**src/rtl/prbs_src_pkg.sv**
```systemverilog
package prbs_src_pkg;

    localparam int LFSR_W = 31;

    typedef enum logic [1:0] {
        ORD_7  = 2'd0,
        ORD_15 = 2'd1,
        ORD_23 = 2'd2,
        ORD_31 = 2'd3
    } order_e;

    typedef enum logic [1:0] {
        RATE_E3  = 2'd0,
        RATE_E6  = 2'd1,
        RATE_E9  = 2'd2,
        RATE_OFF = 2'd3
    } rate_e;

    typedef enum logic {
        ERR_IDLE  = 1'b0,
        ERR_COUNT = 1'b1
    } err_state_e;

    typedef enum logic {
        GEN_SEED = 1'b0,
        GEN_RUN  = 1'b1
    } gen_state_e;

    function automatic logic [4:0] ord_msb(order_e o);
        logic [4:0] r;
        unique case (o)
            ORD_7:   r = 5'd6;
            ORD_15:  r = 5'd14;
            ORD_23:  r = 5'd22;
            default: r = 5'd30;
        endcase
        return r;
    endfunction

    function automatic logic [4:0] ord_tap(order_e o);
        logic [4:0] r;
        unique case (o)
            ORD_7:   r = 5'd5;
            ORD_15:  r = 5'd13;
            ORD_23:  r = 5'd17;
            default: r = 5'd27;
        endcase
        return r;
    endfunction

    function automatic logic [LFSR_W-1:0] ord_mask(order_e o);
        logic [LFSR_W-1:0] m;
        m = '1;
        return m >> (5'd30 - ord_msb(o));
    endfunction

    function automatic logic [LFSR_W-1:0] lfsr_adv(logic [LFSR_W-1:0] s, order_e o);
        logic fb;
        fb = s[ord_msb(o)] ^ s[ord_tap(o)];
        return {s[LFSR_W-2:0], fb} & ord_mask(o);
    endfunction

endpackage

```
**src/rtl/prbs_lfsr2.sv**
```systemverilog
module prbs_lfsr2
    import prbs_src_pkg::*;
(
    input  logic       clk,
    input  logic       rst_n,
    input  logic       en,
    input  order_e     order_i,
    output logic [1:0] pair_o,
    output logic       wrap_o
);
    logic [LFSR_W-1:0] state_q;
    order_e            order_q;
    gen_state_e        mode;
    logic [LFSR_W-1:0] seed, cur, s1, s2;

    always_comb begin
        seed = ord_mask(order_i);
        mode = (order_i != order_q) ? GEN_SEED : GEN_RUN;
        unique case (mode)
            GEN_SEED: cur = seed;
            GEN_RUN:  cur = state_q;
            default:  cur = seed;
        endcase
        s1     = lfsr_adv(cur, order_i);
        s2     = lfsr_adv(s1, order_i);
        pair_o = {s2[0], s1[0]};
        wrap_o = (s1 == seed) || (s2 == seed);
    end

    always_ff @(posedge clk) begin
        if (!rst_n) begin
            state_q <= ord_mask(ORD_7);
            order_q <= ORD_7;
        end else if (en) begin
            state_q <= s2;
            order_q <= order_i;
        end
    end
endmodule

```
**src/rtl/prbs_err_sched.sv**
```systemverilog
module prbs_err_sched
    import prbs_src_pkg::*;
#(
    parameter int unsigned INT_E3 = 1000,
    parameter int unsigned INT_E6 = 1000000,
    parameter int unsigned INT_E9 = 1000000000
) (
    input  logic       clk,
    input  logic       rst_n,
    input  logic       en,
    input  rate_e      rate_i,
    output logic [1:0] flip_o
);
    localparam int unsigned MAX_A = (INT_E3 > INT_E6) ? INT_E3 : INT_E6;
    localparam int unsigned MAX_I = (MAX_A > INT_E9) ? MAX_A : INT_E9;
    localparam int CNT_W = $clog2(MAX_I + 1);

    err_state_e       state_q, state_d;
    rate_e            rate_q;
    logic [CNT_W-1:0] cnt_q, cnt_base;
    logic             lane_q, lane_base, rate_chg, hit;
    logic [31:0]      interval, next_cnt;

    always_comb begin
        rate_chg  = (rate_i != rate_q);
        unique case (rate_i)
            RATE_E3: interval = 32'(INT_E3);
            RATE_E6: interval = 32'(INT_E6);
            RATE_E9: interval = 32'(INT_E9);
            default: interval = 32'd0;
        endcase
        cnt_base  = (rate_chg || state_q == ERR_IDLE) ? '0 : cnt_q;
        lane_base = rate_chg ? 1'b0 : lane_q;
        next_cnt  = 32'(cnt_base) + 32'd2;
        state_d   = (rate_i == RATE_OFF) ? ERR_IDLE : ERR_COUNT;
        hit       = (state_d == ERR_COUNT) && (next_cnt >= interval);
        flip_o    = (hit && en) ? (lane_base ? 2'b10 : 2'b01) : 2'b00;
    end

    always_ff @(posedge clk) begin
        if (!rst_n) begin
            state_q <= ERR_IDLE;
            rate_q  <= RATE_OFF;
            cnt_q   <= '0;
            lane_q  <= 1'b0;
        end else if (en) begin
            state_q <= state_d;
            rate_q  <= rate_i;
            unique case (state_d)
                ERR_IDLE: begin
                    cnt_q  <= '0;
                    lane_q <= 1'b0;
                end
                ERR_COUNT: begin
                    cnt_q  <= hit ? '0 : CNT_W'(next_cnt);
                    lane_q <= hit ? ~lane_base : lane_base;
                end
                default: cnt_q <= '0;
            endcase
        end
    end
endmodule

```
**src/rtl/prbs_out_stage.sv**
```systemverilog
module prbs_out_stage (
    input  logic       clk,
    input  logic       rst_n,
    input  logic       en,
    input  logic [1:0] pair_i,
    input  logic [1:0] flip_i,
    input  logic       wrap_i,
    output logic [1:0] lane_o,
    output logic       err_o,
    output logic       wrap_o
);
    always_ff @(posedge clk) begin
        if (!rst_n) begin
            lane_o <= 2'b00;
            err_o  <= 1'b0;
            wrap_o <= 1'b0;
        end else if (en) begin
            lane_o <= pair_i ^ flip_i;
            err_o  <= |flip_i;
            wrap_o <= wrap_i;
        end else begin
            err_o  <= 1'b0;
            wrap_o <= 1'b0;
        end
    end
endmodule

```
**src/rtl/prbs_src.sv**
```systemverilog
module prbs_src
    import prbs_src_pkg::*;
#(
    parameter int unsigned ERR_INT_E3 = 1000,
    parameter int unsigned ERR_INT_E6 = 1000000,
    parameter int unsigned ERR_INT_E9 = 1000000000
) (
    input  logic       clk,
    input  logic       rst_n,
    input  logic       en,
    input  logic [1:0] pat_sel,
    input  logic [1:0] rate_sel,
    output logic [1:0] lane_o,
    output logic       err_inj_o,
    output logic       restart_o
);
    logic [1:0] pair, flip;
    logic       wrap;

    prbs_lfsr2 u_gen (
        .clk(clk), .rst_n(rst_n), .en(en),
        .order_i(order_e'(pat_sel)),
        .pair_o(pair), .wrap_o(wrap)
    );

    prbs_err_sched #(
        .INT_E3(ERR_INT_E3), .INT_E6(ERR_INT_E6), .INT_E9(ERR_INT_E9)
    ) u_err (
        .clk(clk), .rst_n(rst_n), .en(en),
        .rate_i(rate_e'(rate_sel)),
        .flip_o(flip)
    );

    prbs_out_stage u_out (
        .clk(clk), .rst_n(rst_n), .en(en),
        .pair_i(pair), .flip_i(flip), .wrap_i(wrap),
        .lane_o(lane_o), .err_o(err_inj_o), .wrap_o(restart_o)
    );
endmodule

```
**config.mk**
```make
export PLATFORM = sky130hd
export DESIGN_NAME = prbs_src
export DESIGN_NICKNAME = d
export VERILOG_FILES = /design/src/rtl/prbs_src_pkg.sv /design/src/rtl/prbs_lfsr2.sv /design/src/rtl/prbs_err_sched.sv /design/src/rtl/prbs_out_stage.sv /design/src/rtl/prbs_src.sv
export SDC_FILE = /design/constraint.sdc
export NUM_CORES = 1
export LEC_CHECK = 0
export BUFFER_PORTS_ARGS = -buffer_cell sky130_fd_sc_hd__buf_4
export CAP_MARGIN = 20
export CORE_MARGIN = 10
export CORE_UTILIZATION = 63
export DETAILED_ROUTE_END_ITERATION = 7
export HOLD_SLACK_MARGIN = 0.02
export PLACE_DENSITY_LB_ADDON = 0.12
export SLEW_MARGIN = 40
export SYNTH_ARGS = -nofsm -noshare
export SYNTH_HDL_FRONTEND = slang
export SYNTH_SLANG_ARGS = --single-unit
export TNS_END_PERCENT = 20
```
**constraint.sdc**
```tcl
create_clock -name clk -period 5.05 [get_ports clk]
set_input_delay 0.2525 -clock clk [delete_from_list [all_inputs] [get_ports clk]]
set_output_delay 0.2525 -clock clk [all_outputs]
set_load 0.01 [all_outputs]
```
==> metrics.yaml, run 1 <==
hold_violations: 0
routed_via_density: 6.60
start_kind: "register"
cts_htree_levels: 3
synth_xor_area_share_pct: 5.47
fin_crit_ps: 4610
r2r-end: "u_err.cnt_q[21]$_SDFFE_PN0P_"
ys_ff_latch: 71
slew_headroom_pct: 45.3
cp_cell_sequence: "xnor2_1, and3_1, and2_1, ha_1, nand3_1, nor3_1, and2_1, nand4_1, nor2_1, xnor2_1, nor2_1, ha_1, and2_1, a221oi_1, a31oi_1, or3_1, a21oi_1, and4b_1, a221o_1"
rsz0062_at_grt: "no"
fin_ws_ps: 436
power_density_nw_per_um2: 258
setup_viol: 0
cp.arrival_ps: 4900
nNetsFinal: 568
synthCells: 540
place_inst: 603
cp-end-kind: "register"
grt_max_degree: 56
final_max_slew_viol_count: 0
dr.max_layer_used: "met4"
syn_area_per_cell_um2: 8.01
seq_area_frac_synth_pct: 32.9
cts_resized: 0
timing.setup.tns_ps: 0
fp-row-count: 30
clk_latency_ps: 340
synthArstFlopShare_pct: 0
antenna_found_initial: 0
postCtsHoldBufs: 0
cts.clk_slew.worst_paths_ps: 80
fp.coreArea_um2: 6720
syn_to_final_growth_pct: 7.03
synthSimpleGateAreaFrac_pct: 24.3
outcome: "finished, final reports clean"
min_from: "rst_n"
gp_congestion: 0.882
dieArea_um2: 10600
cts_tree: "done"
antenna_left: 0
drv_cap: 0
cp_max_fo: 7
synth_adder_area_share_pct: 7.81
fmax_mhz: 217
initial_utilization_pct: 64.3
clkSinkCount: 71
hold_end: "u_gen.state_q[4]$_SDFFE_PN1P_"
synth_compound_area_share_pct: 21.6
finClkSkew_ps: 9.51
drive_gt1_share_pct: 9.11
portBuffers: 10
hold_depth: 2
p_leak_nw: 1.70
pre_cts_ws_ps: 525
r2r_cells: 19
r2r-start: "u_err.rate_q[0]$_SDFFE_PN1P_"
synth_top_family_by_area: "simple AND/OR/NAND/NOR gates"
period_share_pct: 91.4
numCtsBuffers: 9
via_count: 4081
drt-met1-wl_mm: 4.60
fp.dieH_um: 103
cp_slowest_cell: "xnor2_1"
reg2reg_slack_ps: 440
worstMarginPinSlew_ps: 815
required_ps: 5330
ys_warn_count: 0
synth_nets: 574
finalPower_mw: 1.19
ir_drop_mv: 0.186
grt_pass1_vias: 3987
synth_area_um2: 4320
drtIter0Drc: 365
wl_per_cell_um: 17.7
n_antenna_cell: 0
hold_class: "in2reg"
post_cts_buffers: 0
synth-edff-count: 0
grt_pass1_wl_mm: 18.5
clockBufferDepth: 2
hpwl_mm: 7.42
slowest_delay_ps: 410
wirelength_mm: 11.0
cp_common_cell: "and2_1"
whs_ps: 195
dr.pass1.iters: 5
drc: 0
detailroute.wirelength.met2_mm: 5.60
cts-root-buf: "clkbuf_8"
crit_type: "reg2reg"
finalNonFillerCells: 618
synth-main-ff-cell: "dfxtp_1"
overflow: 0
ys_types: 56
wl_met3_um: 466
io_pins: 11
die_w_um: 103
track_usage_pct: 21.5
yosys-mux-area-fraction_pct: 3.24
==> routing by layer <==
metal,track usage (%),vias to the layer above
met2,37.8,117
met1,24.9,1963
met5,0,-
li1,-,1971
met4,11.1,0
met3,2.95,30
==> layout make-up <==
class,instances,area (µm²)
clock buffers,10,138
flip-flops and latches,71,1420
multi-input cells,416,2700
fillers,554,2090
clock inverters,5,57.6
repair buffers,20,150
inverters,16,62.6
well taps,80,100
==> worst max-delay path, delay by kind of cell, from the launching register on <==
kind / cells / cell delay [ps]
simple gates: 11 / 2340
compound gates: 4 / 810
xor+xnor: 2 / 540
fa+ha+maj: 2 / 510
flops: 1 / 320
==> worst max-delay path by stage <==
| stage | slack, ps | to | start | depth (start not counted) |
|---|---|---|---|---|
| after floorplan | 510 | u_err.cnt_q[12]$_SDFFE_PN0P_ | u_err.rate_q[1]$_SDFFE_PN1P_ | 21 |
| after detailed placement | 530 | u_out.lane_o[1]$_SDFFE_PN0P_ | rate_sel[0] | 19 |
| after global placement | 610 | u_out.lane_o[1]$_SDFFE_PN0P_ | rate_sel[0] | 19 |
| after global routing | 10 | u_err.cnt_q[21]$_SDFFE_PN0P_ | u_err.rate_q[1]$_SDFFE_PN1P_ | 20 |
| after CTS | 550 | u_out.lane_o[1]$_SDFFE_PN0P_ | u_err.rate_q[0]$_SDFFE_PN1P_ | 18 |
| final | 440 | u_err.cnt_q[21]$_SDFFE_PN0P_ | u_err.rate_q[0]$_SDFFE_PN1P_ | 19 |
==> synth_stat cells (3+ instances only) <==
cell	n	area share (%)
nor4_1	4	0.58
nor3_1	3	0.35
nand2b_1	3	0.43
and2_1	5	0.72
inv_1	15	1.3
xor2_1	15	3.0
buf_2	4	0.46
ha_1	27	7.8
nand3_1	23	2.7
o31ai_1	4	0.69
a32oi_1	22	4.5
o21ai_0	26	3.0
a31oi_1	8	1.2
mux4_2	4	2.1
o211ai_1	16	2.8
dfxtp_1	71	33
nor2_1	56	4.9
a21oi_1	47	5.4
a211oi_1	4	0.69
or3_1	13	1.9
xnor2_1	12	2.4
and3_1	4	0.58
mux2i_1	5	1.2
nand2_1	62	5.4
clkbuf_1	31	2.7
and4_1	4	0.81
a21o_1	4	0.69
nand4_1	12	1.7
==> metrics by stage <==
step | util (%) | cell area, µm²
2_1_floorplan | - | 4320
3_3_place_gp | 65.9 | 4430
3_5_place_dp | 66.0 | 4430
4_1_cts | 68.9 | 4630
5_1_grt | 68.9 | 4630
6_report | 68.9 | 4630
==> where the power goes <==
group / internal, mW / switching, mW
clock network: 0.240 / 0.222
logic: 0.0472 / 0.0893
registers: 0.577 / 0.0163
total: 0.864 / 0.328
==> registers in the layout (all words and copies together), names as in the netlist <==
signal / count
u_err.rate_q: 2
u_err.lane_q: 1
u_err.cnt_q: 30
u_gen.order_q: 2
u_err.state_q: 1
u_out.lane_o: 2
u_out.wrap_o: 1
u_out.err_o: 1
u_gen.state_q: 31
==> logic make-up (layout without fill, tap and decap cells) <==
logic type	Yosys count	after routing
and+or+nand+nor	208	208
xor gates and xnor gates	27	27
adders and majority gates	27	27
muxes	9	9
AOI/OAI and AO/OA	145	145
DFF	71	71
buffers and inverters	53	51
==> cells in the final DEF, fill, tap and decap left out, types with 5 or more instances in the layout <==
cell	netlist	final
nor2_1	56	56
dfxtp_1	71	71
nand2_1	62	62
and2_1	5	5
a32oi_1	22	22
nand4_1	12	12
clkbuf_8	0	10
nand3_1	23	23
a21oi_1	47	47
inv_1	15	14
o21ai_0	26	26
mux2i_1	5	5
xnor2_1	12	12
a31oi_1	8	8
xor2_1	15	15
or3_1	13	13
buf_4	0	20
o211ai_1	16	16
ha_1	27	27
Power figures use the tool's default switching activity.
==> inputs of run 2 (changes only) <==
--- a/config.mk
+++ b/config.mk
@@ -5,11 +5,11 @@
 export SDC_FILE = /design/constraint.sdc
 export NUM_CORES = 1
 export LEC_CHECK = 0
-export BUFFER_PORTS_ARGS = -buffer_cell sky130_fd_sc_hd__buf_4
 export CAP_MARGIN = 20
 export CORE_MARGIN = 10
-export CORE_UTILIZATION = 63
+export CORE_UTILIZATION = 64
 export DETAILED_ROUTE_END_ITERATION = 7
+export DONT_BUFFER_PORTS = 1
 export HOLD_SLACK_MARGIN = 0.02
 export PLACE_DENSITY_LB_ADDON = 0.12
 export SLEW_MARGIN = 40
==> run 2 against run 1 <==
  * Clock skew grew 4.3 ps
  * Design area grew 0.41%
  * Clock power grew 25%
  * Total power grew 8.3%
  * Hold slack lost 170 ps
  * Utilization grew 3.1 points
  * Largest cell class unchanged
==> metrics.yaml, run 2 (synthesis results as in run 1) <==
clk_latency_ps: 360  # +20 ps
fmax_mhz: 214  # -1.4%
routed_via_density: 6.73  # +2.0%
fp.dieH_um: 102  # -0.63%
finClkSkew_ps: 13.8  # +4.33 ps
p_int_mw: 0.966  # +12%
outcome: "finished, final reports clean"
worstMarginPinSlew_ps: 747  # -68.3 ps
rsz0062_at_grt: "no"
dr.pass1.iters: 6  # +1
final_common_cell: "dfxtp_1"
fin_crit_ps: 4680  # +67.6 ps
drive_gt1_share_pct: 8.13  # -0.98 points
hpwl_mm: 7.08  # -4.5%
cts_htree_levels: 3  # unchanged
numCtsBuffers: 9  # unchanged
met1_usage_pct: 23.9  # -0.99 points
nNetsFinal: 558  # -1.8%
p_leak_nw: 1.69  # -0.79%
final_cell_mix: "dfxtp_1, nand2_1, nor2_1"
antenna_found_initial: 0  # unchanged
drc: 0  # unchanged
n_antenna_cell: 0  # unchanged
fillers: 512  # -7.6%
grt_max_degree: 59  # +5.4%
timing.setup.tns_ps: 0  # unchanged
track_usage_pct: 20.9  # -0.62 points
finalPower_mw: 1.29  # +8.3%
drtIter0Drc: 313  # -14%
fp.coreArea_um2: 6460  # -3.9%
cts_tree: "done"
drv_cap: 0  # unchanged
die_w_um: 102  # -0.63%
ir_drop_mv: 0.290  # +55%
power.share.clock_pct: 44.7  # +5.9 points
hold_violations: 0  # unchanged
p_sw_mw: 0.325  # -0.96%
cp.arrival_ps: 4960  # +60 ps
p_sw_share_pct: 25.2  # -2.3 points
final_max_slew_viol_count: 0  # unchanged
wl_per_cell_um: 17.7  # -0.43%
pwr-share-seq_pct: 46.0  # -3.8 points
dieArea_um2: 10400  # -1.3%
grtUsageMet3_pct: 3.64  # +0.69 points
largestRegisters: "u_gen.state_q x31, u_err.cnt_q x30"
p_comb_share_pct: 9.3  # -2.2 points
antenna_left: 0  # unchanged
overflow: 0  # unchanged
seqCellArea_um2: 1420  # unchanged
largest_register_ffs: 31  # unchanged
power_density_nw_per_um2: 278  # +7.8%
start_kind: "register"
gp_congestion: 0.879  # -0.29%
grt_pass1_wl_mm: 17.9  # -3.5%
initial_utilization_pct: 66.9  # +2.6 points
crit_type: "reg2reg"
grt_use_met2_pct: 36.7  # -1.1 points
required_ps: 5330  # about the same
reg2reg_slack_ps: 370  # -70 ps
via_count: 4081  # unchanged
clockBufferDepth: 2  # unchanged
regMostFlops: "u_gen.state_q"
period_share_pct: 92.7  # +1.3 points
hold_class: "in2reg"
clkSinkCount: 71  # unchanged
cp-end-kind: "register"
busiest_layer: "met2"
wirelength_mm: 10.7  # -2.4%
setup_viol: 0  # unchanged
cp_max_fo: 8  # +1
cts-root-buf: "clkbuf_8"
portBuffers: 0  # -10
slew_headroom_pct: 49.8  # +4.5 points
grt_pass1_vias: 3836  # -3.8%
multi_input_area_um2: 2730  # +1.2%
syn_to_final_growth_pct: 7.47
cts.clk_slew.worst_paths_ps: 80  # about the same
fp-row-count: 29  # -3.3%
io_pins: 11  # unchanged
run 2: through the flow:
stage	util [%]	hold WS, ps	instances	setup slack [ps]	instance area, µm²
final	71.9	29.9	606	369	4650
after global routing	71.9	26.9	606	5.62	4650
after CTS	71.5	20.3	606	255	4620
after detailed placement	67.1	322	587	268	4330
after global placement	67.0	318	587	604	4330
after floorplan	-	381	540	512	4320
run 2: routing by layer:
layer	part of all wire [%]	routed length (µm)
met2	50	5350
met1	41	4440
met5	0	0
met4	2.8	298
met3	5.7	611
run 2: power groups by stage:
stage / sequential [mW] / clock (mW) / combinational [mW]
floorplan: 0.601 / 0 / 0.0992
global placement: 0.605 / 0 / 0.109
detailed placement: 0.606 / 0 / 0.113
CTS: 0.593 / 0.580 / 0.117
global route: 0.596 / 0.606 / 0.134
finish: 0.593 / 0.577 / 0.120
run 2: worst max-delay path, cell delays in order (launching register included):
cell and delay (ps):
dfxtp_1 340, xnor2_2 300, and3_1 320, nand2_1 110, inv_1 70, ha_1 170
nand3_1 270, nor4_1 310, buf_4 200, nand3_1 90, xor2_1 160, nor2_1 80
ha_1 350, nand3_1 140, a2111oi_1 370, o31ai_1 140, o21ai_1 310, a21oi_2 180
or4_1 530, a31oi_1 180
run 2: path summary, 6_finish.rpt:
kind	startpoint	end	depth (start not counted)
setup / recovery	u_err.rate_q[0]$_SDFFE_PN1P_	u_out.lane_o[1]$_SDFFE_PN0P_	19
hold / removal	rst_n	u_out.err_o$_SDFF_PN0_	2
setup reg to reg	u_err.rate_q[0]$_SDFFE_PN1P_	u_out.lane_o[1]$_SDFFE_PN0P_	19
hold reg to reg	u_gen.state_q[30]$_SDFFE_PN0P_	u_gen.state_q[30]$_SDFFE_PN0P_	2
run 2: repair_timing:
action	4_1_cts	5_1_grt
setup buffers	0	0
hold endpoints to repair	13	0
resized for setup	0	5
hold buffers	3	0
setup endpoints to repair	0	32
run 2: layout make-up:
cell class | count | area share (%)
Multi-Input combinational cell | 416 | 58.8
Sequential cell | 71 | 30.6
Clock buffer | 10 | 2.96
Clock inverter | 6 | 2.48
Tap cell | 77 | 2.07
Timing Repair Buffer | 10 | 1.78
Inverter | 16 | 1.35
==> inputs of run 3 (changes only) <==
--- a/config.mk
+++ b/config.mk
@@ -5,6 +5,7 @@
 export SDC_FILE = /design/constraint.sdc
 export NUM_CORES = 1
 export LEC_CHECK = 0
+export ABC_AREA = 1
 export CAP_MARGIN = 20
 export CORE_MARGIN = 10
 export CORE_UTILIZATION = 64
==> run 3 against run 2 <==
  * Synthesized area is 12% higher
  * Via count is 18% higher
  * Sequential share of layout area down 2.8 points
  * Setup slack better by 120 ps
==> metrics.yaml, run 3 <==
p_comb_share_pct: 14.0  # +4.7 points
clockBufferDepth: 2  # unchanged
largestRegisters: "u_gen.state_q x31, u_err.cnt_q x30"
initial_utilization_pct: 66.3  # -0.65 points
ys_ff_latch: 71  # unchanged
power.share.clock_pct: 36.7  # -8.0 points
largest_register_ffs: 31  # unchanged
outcome: "finished, final reports clean"
hpwl_mm: 8.48  # +20%
cp_num_buf_inv: 5  # +3
overflow: 0  # unchanged
drv_cap: 0  # unchanged
slew_headroom_pct: 51.5  # +1.7 points
hold_class: "in2reg"
drtIter0Drc: 374  # +19%
r2r_cells: 29  # +10
cp_slowest_cell: "dlygate4sd3_1"
cts_htree_levels: 3  # unchanged
finClkSkew_ps: 12.3  # -1.58 ps
setup_viol: 0  # unchanged
n_antenna_cell: 0  # unchanged
final_common_cell: "nand2_1"
yosysMostFrequentCell: "nand2_1"
grt_max_degree: 70  # +19%
p_sw_share_pct: 31.3  # +6.1 points
synth_common_cells: "nand2_1, inv_1, a21oi_1"
whs_ps: 30.2  # +0.338 ps
fp-row-count: 31  # +6.9%
start_kind: "register"
dieArea_um2: 11400  # +9.5%
reg2reg_slack_ps: 490  # +120 ps
routed_via_density: 5.80  # -14%
fp.dieH_um: 107  # +4.6%
antenna_left: 0  # unchanged
cp_common_cell: "nand2_1"
fin_crit_ps: 4560  # -120 ps
fp.coreArea_um2: 7290  # +13%
dr.pass1.iters: 5  # -1
place_area_um2: 4860  # +12%
wirelength_mm: 12.2  # +14%
crit_type: "reg2reg"
syn_area_per_cell_um2: 6.62  # -17%
final_util_pct: 70.1  # -1.8 points
seq_area_frac_synth_pct: 29.4  # -3.5 points
synthCells: 730  # +35%
synth-edff-count: 0  # unchanged
power_density_nw_per_um2: 237  # -15%
p_int_mw: 0.831  # -14%
fin_area_um2: 5110  # +10%
cts.clk_slew.worst_paths_ps: 90  # about the same
regMostFlops: "u_gen.state_q"
syn_to_final_growth_pct: 5.77
nNetsFinal: 760  # +36%
slowest_delay_ps: 550  # +20 ps
track_usage_pct: 21.5  # +0.57 points
cp.depth: 29  # +10
cp_max_fo: 10  # +2
cp.arrival_ps: 4810  # -150 ps
period_share_pct: 90.3  # -2.4 points
p_leak_nw: 2.12  # +25%
final_max_slew_viol_count: 0  # unchanged
critPathTopFamily: "simple AND/OR/NAND/NOR gates"
cp-end-kind: "register"
grt_pass1_wl_mm: 20.5  # +15%
wl_per_cell_um: 14.6  # -17%
clkSinkCount: 71  # unchanged
final_cell_mix: "nand2_1, inv_1, a21oi_1"
required_ps: 5300  # -30 ps
synth_area_um2: 4830  # +12%
gp_congestion: 1.00  # +14%
synth_top_area_cell: "dfxtp_1"
antenna_found_initial: 0  # unchanged
r2r-end: "u_err.cnt_q[0]$_SDFFE_PN0P_"
ys_warn_count: 0  # unchanged
fin_ws_ps: 489  # +120 ps
hold_violations: 0  # unchanged
p_sw_mw: 0.378  # +17%
ir_drop_mv: 0.213  # -26%
numCtsBuffers: 9  # unchanged
synthTopCellsByArea: "dfxtp_1, nand2_1, a21oi_1"
portBuffers: 0  # unchanged
cts_tree: "done"
pwr-share-seq_pct: 49.3  # +3.3 points
synth_nets: 764  # +33%
clk_latency_ps: 360  # about the same
via_count: 4810  # +18%
die_w_um: 107  # +4.6%
synth-main-ff-cell: "dfxtp_1"
cts-root-buf: "clkbuf_8"
grt_pass1_vias: 4586  # +20%
synth_top_area_share_pct: 29.4  # -3.5 points
io_pins: 11  # unchanged
drive_gt1_share_pct: 9.03  # +0.90 points
crit_end: "u_err.cnt_q[0]$_SDFFE_PN0P_"
synthArstFlopShare_pct: 0  # unchanged
fmax_mhz: 219  # +2.6%
startpoint: "u_err.rate_q[1]$_SDFFE_PN1P_"
worstMarginPinSlew_ps: 728  # -19.1 ps
pre_cts_ws_ps: 549  # +281 ps
drc: 0  # unchanged
ys_types: 42  # -25%
rsz0062_at_grt: "yes"
r2r-start: "u_err.rate_q[1]$_SDFFE_PN1P_"
==> run 3: cell types whose count changed in the layout (fill, tap and decap cells not counted), moves of 10 or more <==
cell	before	now
a21oi_1	46	79
a32oi_1	22	0
inv_1	15	81
nand2_1	61	195
nand3_1	22	35
nor3_1	2	12
o211ai_1	16	1
or3_1	13	0
==> run 3: power by group through the flow <==
stage	Sequential (mW)	Combinational [mW]	Clock, mW
floorplan	0.605	0.133	0
global placement	0.608	0.156	0
detailed placement	0.609	0.160	0
CTS	0.596	0.164	0.451
global route	0.599	0.190	0.472
finish	0.596	0.169	0.444
==> run 3: final cells by class <==
type,count,area (µm²)
timing repair buffer,12,100
fill,690,2180
multi-input combinational,547,2960
clock inverter,6,51.3
sequential,71,1420
clock buffer,10,138
inverter,85,319
tap,99,124
==> run 3: timing repair <==
action,CTS,global route
setup buffers,0,2
endpoints found under the setup margin,0,30
hold buffers,4,0
endpoints found under the hold margin,5,0
gates resized for setup,0,1
==> run 3: worst min-delay path by stage <==
stage	start	endpoint	slack, ps	depth (start not counted)
2_1_floorplan	rst_n	u_out.lane_o[0]$_SDFFE_PN0P_	350	2
3_3_place_gp	en	u_err.cnt_q[0]$_SDFFE_PN0P_	350	1
3_5_place_dp	en	u_err.cnt_q[0]$_SDFFE_PN0P_	350	1
4_1_cts	en	u_err.rate_q[1]$_SDFFE_PN1P_	20	2
5_1_grt	en	u_gen.state_q[2]$_SDFFE_PN1P_	30	2
6_report	en	u_err.rate_q[1]$_SDFFE_PN1P_	30	2
==> run 3: per-stage QoR <==
stage / setup TNS [ps] / total power, mW / std cells
6_report: 0 / 1.21 / 830
5_1_grt: -4.54 / 1.26 / 830
4_1_cts: 0 / 1.21 / 827
3_5_place_dp: 0 / 0.769 / 807
3_3_place_gp: 0 / 0.764 / 807
2_1_floorplan: 0 / 0.738 / 730
==> run 3: cells by family (layout without fill, tap and decap cells) <==
group | count (synthesis) | after routing | share of synthesized area [%]
AOI/OAI and AO/OA | 133 | 133 | 15.1
xor gates and xnor gates | 25 | 25 | 4.53
adders and majority gates | 27 | 27 | 6.99
buffers and inverters | 113 | 113 | 9.60
DFF | 71 | 71 | 29.4
and+or+nand+nor | 361 | 362 | 34.4
==> run 3: metal layers <==
metal / vias up / GRT usage [%] / part of all wire (%)
met2: 178 / 37.3 / 49
li1: 2383 / - / -
met1: 2212 / 25.1 / 42
met5: - / 0 / 0
met4: 0 / 9.67 / 3.3
met3: 37 / 3.95 / 6.0
